### config.mk
export PLATFORM = sky130hd
export DESIGN_NAME = split_reg_bridge
export DESIGN_NICKNAME = d
export VERILOG_FILES = /design/src/rtl/split_bridge_pkg.sv /design/src/rtl/sbr_decode.sv /design/src/rtl/sbr_stage.sv /design/src/rtl/sbr_fsm.sv /design/src/rtl/split_reg_bridge.sv
export SDC_FILE = /design/constraint.sdc
export NUM_CORES = 1
export LEC_CHECK = 0
export ABC_CLOCK_PERIOD_IN_PS = 2700
export BUFFER_PORTS_ARGS = -buffer_cell sky130_fd_sc_hd__clkbuf_2
export CAP_MARGIN = 15
export CELL_PAD_IN_SITES_DETAIL_PLACEMENT = 2
export CELL_PAD_IN_SITES_GLOBAL_PLACEMENT = 2
export CORE_AREA = 5 5 141 89
export DETAILED_ROUTE_END_ITERATION = 10
export DIE_AREA = 0 0 146 94
export GPL_ROUTABILITY_DRIVEN = 0
export PLACE_DENSITY_LB_ADDON = 0.15
export SYNTH_ARGS = -nofsm -noshare
export SYNTH_HDL_FRONTEND = slang
export SYNTH_SLANG_ARGS = --single-unit
### constraint.sdc
create_clock -name clk -period 2.7 [get_ports clk]
set_clock_uncertainty 0.2 [all_clocks]
set_input_delay 0.405 -clock clk [delete_from_list [all_inputs] [get_ports clk]]
set_output_delay 0.405 -clock clk [all_outputs]
set_load 0.005 [all_outputs]
### src/rtl/split_bridge_pkg.sv
package split_bridge_pkg;

    typedef enum logic [2:0] {
        ACC_NONE,
        ACC_STG_RD,
        ACC_STG_WR,
        ACC_WIN_RD,
        ACC_WIN_WR
    } acc_kind_e;

    typedef enum logic [1:0] {
        ST_IDLE,
        ST_FETCH,
        ST_COMMIT,
        ST_RESP
    } bridge_state_e;

endpackage

### src/rtl/sbr_decode.sv
module sbr_decode
    import split_bridge_pkg::*;
#(
    parameter int HADDR_W = 20,
    parameter int IDX_W = 10,
    parameter int IDX_SHIFT = 4,
    parameter logic [HADDR_W-1:0] RD_BASE = 20'h80000,
    parameter logic [HADDR_W-1:0] WR_BASE = 20'hA0000
) (
    input  logic [HADDR_W-1:0] addr,
    input  logic               we,
    output acc_kind_e          kind,
    output logic [IDX_W-1:0]   idx
);
    localparam int TAG_LSB = IDX_SHIFT + IDX_W;
    localparam logic [HADDR_W-TAG_LSB-1:0] RD_TAG = RD_BASE[HADDR_W-1:TAG_LSB];
    localparam logic [HADDR_W-TAG_LSB-1:0] WR_TAG = WR_BASE[HADDR_W-1:TAG_LSB];

    logic aligned;

    generate
        if (IDX_SHIFT > 0) begin : g_align_check
            assign aligned = (addr[IDX_SHIFT-1:0] == '0);
        end else begin : g_no_align
            assign aligned = 1'b1;
        end
    endgenerate

    assign idx = addr[IDX_SHIFT +: IDX_W];

    always_comb begin
        kind = ACC_NONE;
        if (addr == '0) begin
            kind = we ? ACC_STG_WR : ACC_STG_RD;
        end else if (aligned && !we && addr[HADDR_W-1:TAG_LSB] == RD_TAG) begin
            kind = ACC_WIN_RD;
        end else if (aligned && we && addr[HADDR_W-1:TAG_LSB] == WR_TAG) begin
            kind = ACC_WIN_WR;
        end
    end

endmodule

### src/rtl/sbr_stage.sv
module sbr_stage #(
    parameter int HDATA_W = 16,
    parameter int HI_W = 8,
    parameter int RST_BIT = 6,
    parameter logic [HDATA_W-1:0] RESET_VAL = '0
) (
    input  logic               clk,
    input  logic               rst_n,
    input  logic               wr_en,
    input  logic [HDATA_W-1:0] wr_data,
    input  logic               hi_ld,
    input  logic [HI_W-1:0]    hi_data,
    output logic [HDATA_W-1:0] q,
    output logic               dev_rst_n
);
    logic [HDATA_W-1:0] stage_q;

    always_ff @(posedge clk) begin
        if (!rst_n) begin
            stage_q <= RESET_VAL;
        end else if (wr_en) begin
            stage_q <= wr_data;
        end else if (hi_ld) begin
            stage_q[HDATA_W-1 -: HI_W] <= hi_data;
        end
    end

    assign q = stage_q;
    assign dev_rst_n = stage_q[RST_BIT];

endmodule

### src/rtl/sbr_fsm.sv
module sbr_fsm
    import split_bridge_pkg::*;
#(
    parameter int HDATA_W = 16,
    parameter int REG_W = 24,
    parameter int IDX_W = 10
) (
    input  logic               clk,
    input  logic               rst_n,
    input  logic               req,
    input  acc_kind_e          kind,
    input  logic [IDX_W-1:0]   idx,
    input  logic [HDATA_W-1:0] host_wdata,
    input  logic [HDATA_W-1:0] stage_q,
    input  logic [REG_W-1:0]   dev_rdata,
    output logic               host_ack,
    output logic [HDATA_W-1:0] host_rdata,
    output logic [IDX_W-1:0]   dev_addr,
    output logic               dev_re,
    output logic               dev_we,
    output logic [REG_W-1:0]   dev_wdata,
    output logic               stage_wr,
    output logic               stage_hi_ld,
    output logic [REG_W-HDATA_W-1:0] stage_hi_data
);
    localparam int HI_W = REG_W - HDATA_W;

    bridge_state_e state, state_nx;

    logic [IDX_W-1:0]   addr_q;
    logic [REG_W-1:0]   wdata_q;
    logic [HDATA_W-1:0] rdata_q;

    always_ff @(posedge clk) begin
        if (!rst_n) begin
            state <= ST_IDLE;
        end else begin
            state <= state_nx;
        end
    end

    always_comb begin
        state_nx = state;
        unique case (state)
            ST_IDLE: begin
                if (req) begin
                    case (kind)
                        ACC_WIN_RD: state_nx = ST_FETCH;
                        ACC_WIN_WR: state_nx = ST_COMMIT;
                        default:    state_nx = ST_RESP;
                    endcase
                end
            end
            ST_FETCH:  state_nx = ST_RESP;
            ST_COMMIT: state_nx = ST_RESP;
            ST_RESP:   state_nx = ST_IDLE;
        endcase
    end

    always_comb begin
        host_ack    = 1'b0;
        dev_re      = 1'b0;
        dev_we      = 1'b0;
        stage_wr    = 1'b0;
        stage_hi_ld = 1'b0;
        unique case (state)
            ST_IDLE:   stage_wr    = req && (kind == ACC_STG_WR);
            ST_FETCH: begin
                dev_re      = 1'b1;
                stage_hi_ld = 1'b1;
            end
            ST_COMMIT: dev_we      = 1'b1;
            ST_RESP:   host_ack    = 1'b1;
        endcase
    end

    always_ff @(posedge clk) begin
        if (!rst_n) begin
            addr_q  <= '0;
            wdata_q <= '0;
            rdata_q <= '0;
        end else if (state == ST_IDLE && req) begin
            addr_q  <= idx;
            wdata_q <= {stage_q[HDATA_W-1 -: HI_W], host_wdata};
            rdata_q <= (kind == ACC_STG_RD) ? stage_q : '0;
        end else if (state == ST_FETCH) begin
            rdata_q <= dev_rdata[HDATA_W-1:0];
        end
    end

    assign stage_hi_data = dev_rdata[REG_W-1:HDATA_W];
    assign host_rdata    = rdata_q;
    assign dev_addr      = addr_q;
    assign dev_wdata     = wdata_q;

endmodule

### src/rtl/split_reg_bridge.sv
module split_reg_bridge
    import split_bridge_pkg::*;
#(
    parameter int HADDR_W = 20,
    parameter int HDATA_W = 16,
    parameter int REG_W = 24,
    parameter int IDX_W = 10,
    parameter int IDX_SHIFT = 4,
    parameter int RST_BIT = 6,
    parameter logic [HADDR_W-1:0] RD_BASE = 20'h80000,
    parameter logic [HADDR_W-1:0] WR_BASE = 20'hA0000,
    parameter logic [HDATA_W-1:0] STAGE_RESET = '0
) (
    input  logic               clk,
    input  logic               rst_n,
    input  logic               host_req,
    input  logic               host_we,
    input  logic [HADDR_W-1:0] host_addr,
    input  logic [HDATA_W-1:0] host_wdata,
    output logic               host_ack,
    output logic [HDATA_W-1:0] host_rdata,
    output logic [IDX_W-1:0]   dev_addr,
    output logic               dev_we,
    output logic [REG_W-1:0]   dev_wdata,
    output logic               dev_re,
    input  logic [REG_W-1:0]   dev_rdata,
    output logic               dev_rst_n
);
    localparam int HI_W = REG_W - HDATA_W;

    acc_kind_e          kind;
    logic [IDX_W-1:0]   idx;
    logic [HDATA_W-1:0] stage_q;
    logic               stage_wr;
    logic               stage_hi_ld;
    logic [HI_W-1:0]    stage_hi_data;

    sbr_decode #(
        .HADDR_W  (HADDR_W),
        .IDX_W    (IDX_W),
        .IDX_SHIFT(IDX_SHIFT),
        .RD_BASE  (RD_BASE),
        .WR_BASE  (WR_BASE)
    ) i_decode (
        .addr(host_addr),
        .we  (host_we),
        .kind(kind),
        .idx (idx)
    );

    sbr_stage #(
        .HDATA_W  (HDATA_W),
        .HI_W     (HI_W),
        .RST_BIT  (RST_BIT),
        .RESET_VAL(STAGE_RESET)
    ) i_stage (
        .clk      (clk),
        .rst_n    (rst_n),
        .wr_en    (stage_wr),
        .wr_data  (host_wdata),
        .hi_ld    (stage_hi_ld),
        .hi_data  (stage_hi_data),
        .q        (stage_q),
        .dev_rst_n(dev_rst_n)
    );

    sbr_fsm #(
        .HDATA_W(HDATA_W),
        .REG_W  (REG_W),
        .IDX_W  (IDX_W)
    ) i_fsm (
        .clk          (clk),
        .rst_n        (rst_n),
        .req          (host_req),
        .kind         (kind),
        .idx          (idx),
        .host_wdata   (host_wdata),
        .stage_q      (stage_q),
        .dev_rdata    (dev_rdata),
        .host_ack     (host_ack),
        .host_rdata   (host_rdata),
        .dev_addr     (dev_addr),
        .dev_re       (dev_re),
        .dev_we       (dev_we),
        .dev_wdata    (dev_wdata),
        .stage_wr     (stage_wr),
        .stage_hi_ld  (stage_hi_ld),
        .stage_hi_data(stage_hi_data)
    );

endmodule

**After elaboration in Yosys (flattened, before gate mapping)**

Index checks and enable logic that the tools add are counted.

- Equal/unequal tests: 10
- Muxes and demuxes: 16
- Reductions and logical operators: 13

Operator list:

| kind | number |
|---|---|
| 2-to-1 mux 16 bit | 3 |
| zero test 20 bit | 1 |
| 2-to-1 mux 8 bit | 2 |
| equality test 6 bit, second input constant | 2 |
| 2-to-1 mux 3 bit | 3 |
| equality test 3 x 2 -> 1 bit, second input constant | 2 |
| logical AND 1 bit | 6 |
| one-hot mux 2 bit (3 select lines) | 1 |
| equality test 2 bit, second input constant | 2 |
| zero test 4 bit | 1 |
| 2-to-1 mux 1 bit | 4 |
| 2-to-1 mux 2 bit | 2 |
| one-hot mux 2 bit (2 select lines) | 1 |
| nonzero test 2 bit | 2 |
| equality test 3 x 1 -> 1 bit, second input constant | 1 |
| equality test 3 bit, second input constant | 1 |
| equality test 2 x 1 -> 1 bit, second input constant | 1 |
| zero test 2 bit | 1 |
| != test 2 bit, second input constant | 1 |
| OR reduction 2 bit | 1 |
| zero test 1 bit | 1 |

- Register bits after elaboration: 68
- Output and inout port bits: 54
- Word-level logic and storage cells: 45

**Longest topological paths before layout**

- Depth after elaboration: 10
- Mapped depth: 8

**Cells and area by module**

Synthesis repeated with hierarchy kept, for this count alone.

- Cells, all modules: 344
- Area, all modules: 3,203.1 µm²

Modules (own cells, without submodules):

| module | instances | cells an instance | area each (µm²) | sequential area each (µm²) |
|---|---|---|---|---|
| sbr_fsm | 1 | 259 | 2,299.7 | 1,041.0 |
| sbr_stage | 1 | 61 | 735.7 | 320.3 |
| sbr_decode | 1 | 24 | 167.7 | 0.0 |

**Least setup slack after synthesis**

No wires, ideal clock.

- Kind: register to register
- Start: reg i_fsm.state[1]
- End: reg i_fsm.rdata_q[5], in the netlist i_fsm.host_rdata[5]
- Setup time: 0.139 ns
- Arrival time: 1.673 ns
- Data required time: 2.361 ns
- Setup slack: 0.688 ns
- Cell stages (with the launch flop): 8
- Path buffers: 3
- Clock period less this slack: 2.012 ns
- Path through: dfxtp_1 inv_1 ha_1 clkbuf_1 buf_2 buf_2 mux2i_1 o32ai_2

- Longest elaborated chain between the ends: 3
- Elaborated cells on any way between the ends: 5
- Classes of those cells: eq/ne: 1; mux: 1; reduce/logical: 3

Ends and longest elaborated chain:

| item | RTL line | RTL |
|---|---|---|
| start, declared | sbr_fsm.sv:28 | `bridge_state_e state, state_nx;` |
| start signal, assigned | sbr_fsm.sv:38 | `state <= state_nx;` |
| zero test 2 bit | sbr_fsm.sv:82 | `end else if (state == ST_IDLE && req) begin` |
| logical AND 1 bit | sbr_fsm.sv:82 |  |
| 2-to-1 mux 16 bit / nonzero test 2 bit (equally long branches) | - |  |
| end signal, assigned | sbr_fsm.sv:85 | `rdata_q <= (kind == ACC_STG_RD) ? stage_q : '0;` |
| end signal, assigned | sbr_fsm.sv:87 | `rdata_q <= dev_rdata[HDATA_W-1:0];` |
| end, declared | sbr_fsm.sv:32 | `logic [HDATA_W-1:0] rdata_q;` |

Parallel ways exist; a longest one is shown, timed or not.
A chain may end at the register's enable or synchronous reset.

**Worst setup path in the final report**

- Start: reg i_fsm.state[1]
- End: reg i_stage.stage_q[1], in the netlist i_stage.q[1]

- Longest elaborated chain between the ends: 2

Ends and longest elaborated chain:

| item | RTL line | RTL |
|---|---|---|
| zero test 2 bit | sbr_fsm.sv:66 | `unique case (state)` |
| 2-to-1 mux 1 bit | sbr_fsm.sv:66 |  |
| end signal, assigned | sbr_stage.sv:22 | `stage_q <= wr_data;` |
| end signal, assigned by index | sbr_stage.sv:24 | `stage_q[HDATA_W-1 -: HI_W] <= hi_data;` |
| end, declared | sbr_stage.sv:16 | `logic [HDATA_W-1:0] stage_q;` |

No other way between the ends.

==> impl_metrics.ini <==
[run_status]
outcome = finished, final reports clean

[clock_network]
htree_levels = 3
cts-root-buf = clkbuf_16
cts_setup_buffers = 0
clk_path_buf_depth = 2
clkLatencyLatePin_ns = 0.33
clk_pin_slew_worst_paths_ns = 0.06
tritoncts = built
cts.sinks = 68
cts_inserted_buffers = 9
cts_hold_buf = 0
cts_resized = 0

[power]
peakVddDrop_mv = 0.3753
power.total_mw = 3.436
leakage_nw = 1.646
power_density_nw_per_um2 = 868.9

[grt]
grt_overflow_total = 0
antenna_found_initial = 0
grt_pass1_vias = 2992
grt_max_degree = 36
grt_first_pass_wirelength_mm = 16.09
grt.total_usage = 0.1510

[yosys]
synth_top_area_share = 0.4632
synth.distinct_cells = 28
yosys.area.top_type = dfxtp_1
ys_seq_area_frac = 0.4632
avgSynthCellArea_um2 = 9.185
synth_nets = 389
synthFlopType = dfxtp_1
async_reset_ff_frac = 0
synth.most_common_cell = nand2_1
synth_edf_count = 0
synthTopCellsByArea = dfxtp_1 46%, nand2_1 13%, mux2i_1 11%
synthCells = 320
syn_area_um2 = 2939
synthTopCellsByCount = 105 x nand2_1, 68 x dfxtp_1, 34 x a21boi_0
yosys_warnings = 0
synth_seq_cells = 68

[floorplanning]
die_h_um = 94
core_um2 = 11070
die_area_um2 = 13720
rows = 30
initial_core_util = 0.2654
io_pins = 118
die_x_um = 146

[routing]
firstDrtPassIters = 4
vias = 2676
drc_errors = 0
routed_wirelength_mm = 10.08
via_per_inst = 4.598
wire_per_inst_um = 17.32
first_iter_violations = 83
ant_nets = 0

[worst_setup_path]
worstSetupEndpointType = register
crit_arrival_ns = 2.29
crit_fanout = 19
cp_slowest_cell = and2_2
r2r_setup_slack_ns = 0.46
critical_path_required_ns = 2.75
crit_path_start_kind = register
max_stage_delay_ns = 0.43
cp_cell_sequence = inv_1 -> ha_1 -> and2_2 -> nand2_1 -> nor3_4 -> buf_4 -> mux2i_1
criticalPathCategory = reg -> reg
reg2regPathDepth = 7

[flow_run]
max_cap_violations = 0

[finish]
drive_above_1_share = 0.3607
fin_nets = 503
postLayoutCoreUtil = 0.3572
diodes = 0
fill_cells = 1249
area_delta_synth_final_pct = 34.57

[min_path]
min_path_type = in -> reg
hold_depth = 3

[sta]
tns_ns = 0
slew_violations = 0
finalHoldViolations = 0
final.period_utilization = 0.8287
setup_viol = 0
rsz0062_at_grt = false
fmax_ghz = 0.4469
worst_pin_slew_ns = 0.7088
fin_crit_ns = 2.238
max_slew_margin = 0.5275

[place]
io_buffers = 117
hpwl_mm = 7.751
-- metal layers --
layer	GRT usage	vias up	wire, um
met5	0	-	0
met1	0.1963	1268	4896
met2	0.2342	74	4431
met3	0.06027	7	671
li1	-	1327	-
met4	0.03991	0	78
-- logic make-up after synthesis --
family | count (synthesis) | synth area share
simple gates | 128 | 0.1946
compound gates | 53 | 0.1396
mux | 40 | 0.1396
buf+inv | 26 | 0.04172
fa+ha+maj | 5 | 0.02129
flops | 68 | 0.4632
-- through the flow --
stage	setup WS [ns]	instances	hold slack, ns	cell area [um^2]
after floorplan	0.6884	320	0.2437	2939
after global placement	0.4393	567	0.2498	3671
after detailed placement	0.3689	567	0.2614	3671
after CTS	0.4117	582	0.1086	3955
after global routing	0.2938	582	0.1183	3955
final	0.4624	582	0.1167	3955
-- cell usage in the layout (no fill, tap or decap), types with 4 or more instances in the layout --
cell       instances
clkbuf_2         117
nand2_1          104
dfxtp_1           68
a21boi_0          34
mux2i_1           32
nand3_1           10
buf_4             10
clkbuf_16          9
mux2_2             8
o22ai_1            8
o32ai_1            6
ha_1               4
-- worst paths after layout --
path,from,endpoint
worst max-delay path,i_fsm.state[1],i_stage.q[1]
worst min-delay path,host_addr[6],i_fsm.dev_addr[2]
worst max register to register,i_fsm.state[1],i_stage.q[1]
worst min register to register,i_fsm.dev_wdata[7],i_fsm.dev_wdata[7]
-- worst max-delay path: cells and delay by family, from the launching register on --
kind	cells	cell delay [ns]
fa+ha+maj	1	0.21
simple gates	3	0.71
flops	1	0.34
buf+inv	2	0.44
mux	1	0.24
-- sequential cells by signal (all words and copies together) (netlist names) --
name and count:
i_fsm.state 2, i_fsm.dev_addr 10, i_stage.q 16, i_fsm.dev_wdata 24
i_fsm.host_rdata 16
-- power breakdown --
part | leakage [nW] | switching, mW | total (mW) | internal (mW)
combinational | 0.957 | 0.583 | 1.02 | 0.440
sequential | 0.554 | 0.109 | 1.27 | 1.17
clock | 0.136 | 0.429 | 1.14 | 0.710
total | 1.65 | 1.12 | 3.44 | 2.31
-- final cells by class --
cell class,count,area (um^2),area share
Clock buffer,11,232.7,0.05884
Clock inverter,4,51.30,0.01297
Inverter,2,7.507,0.001898
Multi-Input combinational cell,226,1461,0.3695
Sequential cell,68,1361,0.3442
Tap cell,144,180.2,0.04556
Timing Repair Buffer,127,660.6,0.1670
Note: power is estimated with default switching activity, not from simulation.
